==> src/rtl/adpcm_delta_pkg.sv <==
package adpcm_delta_pkg;
  localparam int CODE_W   = 4;
  localparam int FACTOR_W = 8;

  // step adaptation factor in 1/64 units, indexed by code magnitude
  function automatic logic [FACTOR_W-1:0] step_factor(input logic [2:0] mag);
    logic [FACTOR_W-1:0] f;
    case (mag)
      3'd4:    f = 8'd77;
      3'd5:    f = 8'd102;
      3'd6:    f = 8'd128;
      3'd7:    f = 8'd153;
      default: f = 8'd57;
    endcase
    return f;
  endfunction
endpackage

==> src/rtl/adpcm_acc_update.sv <==
module adpcm_acc_update #(
  parameter int SAMPLE_W = 16,
  parameter int STEP_W   = 16,
  parameter int PROD_W   = 24
) (
  input  logic signed [SAMPLE_W-1:0] acc_i,
  input  logic        [STEP_W-1:0]   step_i,
  input  logic        [3:0]          code_i,
  output logic signed [SAMPLE_W-1:0] acc_o
);
  localparam logic signed [PROD_W-1:0] ACC_MAX = PROD_W'((2 ** (SAMPLE_W - 1)) - 1);
  localparam logic signed [PROD_W-1:0] ACC_MIN = -ACC_MAX - PROD_W'(1);

  logic [3:0]                odd_mult;
  logic [PROD_W-1:0]         prod;
  logic [PROD_W-1:0]         inc_mag;
  logic signed [PROD_W-1:0]  inc;
  logic signed [PROD_W-1:0]  acc_ext;
  logic signed [PROD_W-1:0]  sum;

  always_comb begin
    odd_mult = {code_i[2:0], 1'b1};
    prod     = PROD_W'(odd_mult) * PROD_W'(step_i);
    inc_mag  = prod >> 3;
    inc      = code_i[3] ? -$signed(inc_mag) : $signed(inc_mag);
    acc_ext  = {{(PROD_W - SAMPLE_W){acc_i[SAMPLE_W-1]}}, acc_i};
    sum      = acc_ext + inc;
    if (sum > ACC_MAX)      acc_o = ACC_MAX[SAMPLE_W-1:0];
    else if (sum < ACC_MIN) acc_o = ACC_MIN[SAMPLE_W-1:0];
    else                    acc_o = sum[SAMPLE_W-1:0];
  end
endmodule

==> src/rtl/adpcm_step_update.sv <==
module adpcm_step_update
  import adpcm_delta_pkg::*;
#(
  parameter int STEP_W   = 16,
  parameter int PROD_W   = 24,
  parameter int STEP_MIN = 127,
  parameter int STEP_MAX = 24576
) (
  input  logic [STEP_W-1:0] step_i,
  input  logic [2:0]        mag_i,
  output logic [STEP_W-1:0] step_o
);
  localparam logic [PROD_W-1:0] LO = PROD_W'(STEP_MIN);
  localparam logic [PROD_W-1:0] HI = PROD_W'(STEP_MAX);

  logic [PROD_W-1:0] prod;
  logic [PROD_W-1:0] scaled;

  always_comb begin
    prod   = PROD_W'(step_i) * PROD_W'(step_factor(mag_i));
    scaled = prod >> 6;
    if (scaled > HI)      step_o = HI[STEP_W-1:0];
    else if (scaled < LO) step_o = LO[STEP_W-1:0];
    else                  step_o = scaled[STEP_W-1:0];
  end
endmodule

==> src/rtl/adpcm_delta_decoder.sv <==
module adpcm_delta_decoder #(
  parameter int SAMPLE_W = 16,
  parameter int STEP_W   = 16,
  parameter int PROD_W   = 24,
  parameter int STEP_MIN = 127,
  parameter int STEP_MAX = 24576,
  parameter int STEP_INIT = 127
) (
  input  logic                       clk,
  input  logic                       rst,
  input  logic                       restart_i,
  input  logic                       code_valid_i,
  input  logic [3:0]                 code_i,
  output logic signed [SAMPLE_W-1:0] sample_o,
  output logic signed [SAMPLE_W-1:0] sample_prev_o,
  output logic                       done_o
);
  localparam logic [STEP_W-1:0] STEP_RST = STEP_W'(STEP_INIT);

  logic signed [SAMPLE_W-1:0] acc_q, prev_q, acc_d;
  logic [STEP_W-1:0]          step_q, step_d;
  logic                       done_q;
  logic                       take;

  assign take = code_valid_i && !restart_i;

  adpcm_acc_update #(
    .SAMPLE_W(SAMPLE_W), .STEP_W(STEP_W), .PROD_W(PROD_W)
  ) u_acc (
    .acc_i(acc_q), .step_i(step_q), .code_i(code_i), .acc_o(acc_d)
  );

  adpcm_step_update #(
    .STEP_W(STEP_W), .PROD_W(PROD_W), .STEP_MIN(STEP_MIN), .STEP_MAX(STEP_MAX)
  ) u_step (
    .step_i(step_q), .mag_i(code_i[2:0]), .step_o(step_d)
  );

  always_ff @(posedge clk) begin
    if (rst || restart_i) begin
      acc_q  <= '0;
      prev_q <= '0;
      step_q <= STEP_RST;
      done_q <= 1'b0;
    end else begin
      done_q <= take;
      if (take) begin
        prev_q <= acc_q;
        acc_q  <= acc_d;
        step_q <= step_d;
      end
    end
  end

  assign sample_o      = acc_q;
  assign sample_prev_o = prev_q;
  assign done_o        = done_q;
endmodule

==> config.mk <==
export PLATFORM = sky130hd
export DESIGN_NAME = adpcm_delta_decoder
export DESIGN_NICKNAME = d
export VERILOG_FILES = /design/src/rtl/adpcm_delta_pkg.sv /design/src/rtl/adpcm_acc_update.sv /design/src/rtl/adpcm_step_update.sv /design/src/rtl/adpcm_delta_decoder.sv
export SDC_FILE = /design/constraint.sdc
export NUM_CORES = 1
export LEC_CHECK = 0
export CORE_ASPECT_RATIO = 0.75
export CORE_MARGIN = 2
export CORE_UTILIZATION = 52
export DETAILED_ROUTE_END_ITERATION = 10
export PLACE_DENSITY = 0.7
export SLEW_MARGIN = 20
export SYNTH_ARGS = -nofsm -noshare
export SYNTH_HDL_FRONTEND = slang
export SYNTH_SLANG_ARGS = --single-unit
==> constraint.sdc <==
create_clock -name clk -period 16.96 [get_ports clk]
set_clock_uncertainty 0.1 [all_clocks]
set_input_delay 2.544 -clock clk [delete_from_list [all_inputs] [get_ports clk]]
set_output_delay 2.544 -clock clk [all_outputs]
set_load 0.02 [all_outputs]
==> metrics.txt <==
most common cell in the netlist=inv_1; startpoint types=primary input; total core area=0.0177 mm²; Final HPWL DP=18000 µm; antenna violations before repair=0; Max Slew Vio Count=0; Clk pin slew, worst setup/hold paths=0.08 ns; register area=981 µm²; Synth async-reset ratio=0%; htree depth=2; Post-Syn Nets=1348; latest clock arrival within the worst-skew pair=0.31 ns; EDFF count, synth=0; clock sink count=49; RSZ-0062 raised after global routing=false; routed wire length=22900 µm; final setup fails=0; highest clock rate=0.0970 GHz; Seq/Total Area, Yosys=10.5%; synth cell count leaders=inv_1 (149), fa_1 (112), nand2_1 (105), ha_1 (88), nor2_1 (81); min-delay worst type=flop to flop; Worst EP required=17.09 ns; die area=0.0191 mm²; Tmin final=10.31 ns; post-CTS sizing=0; endpoint class of the critical path=flop; remaining antenna violation count=0; die height=120 µm; GR Util All Layers=25.4%; CTS tree=built; aggregate global routing overflow=0; critical path arrival=10.43 ns; IO Count=41; clk buf depth=2; largest net degree at the start of global routing=44; DR vias/cell=5.76; Synth Flop Type=dfxtp_1; critical-path maximum fanout=29; vias in the first global route=7958; worst slew pin tran=1.03 ns; Vias=7998; share of post-route cells with drive strength above 1=4.19%; initial core utilization=53.0%; Setup CP Type=primary input to flop; Hold Fails Final Rpt=0; synth warn=0; hold-fix buffers at CTS=0; DIE WIDTH=159 µm; GPL Wtd Cong=0.889; fin nets=1353; Area Overhead vs Synth=7.54%; Gate Count Post-Synth=1140; syn_area_per_cell=8.21 µm²; Num CTS Buffers=5; first-pass GRT wire length=40000 µm; maxcap violations=0; drt first pass iters=6; Relative slew margins=30.9%; Port Buf Inserts=40; status=finished clean; fill cell count=1690; mean routed wirelength per cell=16.5 µm; residual DRC count=0; total setup buffers inserted after CTS=0; Mapped Area=0.00936 mm²; TNS Setup=0 ns; post-synth cell types=78; Multi-input gate area=0.00763 mm²; initial DRC count=776; n_diodes=0; area leader, netlist=fa_1; Final Cycle Share=60.8%; top-area cell type share of the netlist area=23.9%; Rows=42; Area contributors post-synth=fa_1 (24%), ha_1 (12%), dfxtp_1 (10%); post-synthesis register bit count=49; CTS root buffer=clkbuf_16
## cell usage in the layout (no fill, tap or decap), drive strengths merged, types with 5 or more instances in the layout
master / n
nor3: 13
nor2b: 11
nand2: 105
inv: 151
a31oi: 12
and2: 56
o21a: 10
xnor2: 45
and3: 16
a211oi: 8
ha: 88
buf: 7
mux2i: 19
o221ai: 8
nor2: 82
nand4: 9
nor4: 6
a41oi: 6
a21oi: 79
xor2: 22
a21o: 11
o21ai: 65
or3: 6
nand2b: 13
dfxtp: 49
a31o: 5
clkbuf: 5
nand3: 11
or4: 7
o211ai: 7
o31ai: 5
o21bai: 8
clkdlybuf4s50: 39
fa: 112
## final cells by class
cell class / instances / share of cell area (%)
inverters: 150 / 5.59
clock inverters: 3 / 0.249
repair buffers: 46 / 4.37
clock buffers: 5 / 1.24
well taps: 242 / 3.01
multi-input cells: 893 / 75.8
flip-flops and latches: 49 / 9.74
## routing by layer
metal | part of all wire (%) | GRT usage, %
met1 | 51 | 38.8
met3 | 6.8 | 4.70
met5 | 0.20 | 2.14
met4 | 0.59 | 3.07
met2 | 42 | 38.3
## worst max-delay path, cell delays in order
cell             delay, ns
clkdlybuf4s50_1       0.45
buf_4                 0.34
nor2b_1               0.18
buf_4                 0.29
and2_1                0.49
nand2b_1              0.64
nand2_1               0.15
fa_1                  0.51
inv_1                 0.06
fa_1                  0.51
fa_1                  0.52
fa_1                  0.49
ha_1                  0.36
a211o_1               0.35
a2111o_1              0.47
nand3_1               0.19
o21ai_0               0.16
xnor2_1               0.38
a21boi_0              0.29
nor4bb_2              0.72
a21oi_1               0.17
o221ai_1              0.17
## path summary, 6_finish.rpt
check | startpoint | end | slack (ns) | cells past startpoint
min reg2reg | sample_prev_o[1] | sample_prev_o[1] | 0.39 | 2
max reg2reg | step_q[6] | sample_o[5] | 9.53 | 23
max | code_i[2] | step_q[2] | 6.65 | 22
min | sample_prev_o[1] | sample_prev_o[1] | 0.39 | 2
## kinds of logic (layout without fill, tap and decap cells)
group,count (synthesis),after routing,share of synthesized area (%)
flops,49,49,10.5
mux,19,19,2.03
xor+xnor,67,67,6.35
buf+inv,198,204,8.08
simple gates,354,354,19.3
fa+ha+maj,200,200,35.7
compound gates,253,253,18.1
## stage by stage
step	instance area (µm²)	util (%)	hold WS [ns]	setup slack [ns]	instances
after floorplan	9360	-	0.462	7.95	1140
after global placement	9910	56.1	0.373	6.26	1380
after detailed placement	9910	56.1	0.377	6.25	1380
after CTS	10100	57.0	0.398	6.56	1388
after global routing	10100	57.0	0.428	6.00	1388
final	10100	57.0	0.393	6.65	1388
## flip-flops by register name (all words and copies together) (netlist names)
| register | flops |
|---|---|
| step_q | 16 |
| sample_o | 16 |
| done_o | 1 |
| sample_prev_o | 16 |
Power is left out: the tool's default activity adds up to more than one toggle a clock period on the data nets, which glitch-free logic cannot reach.
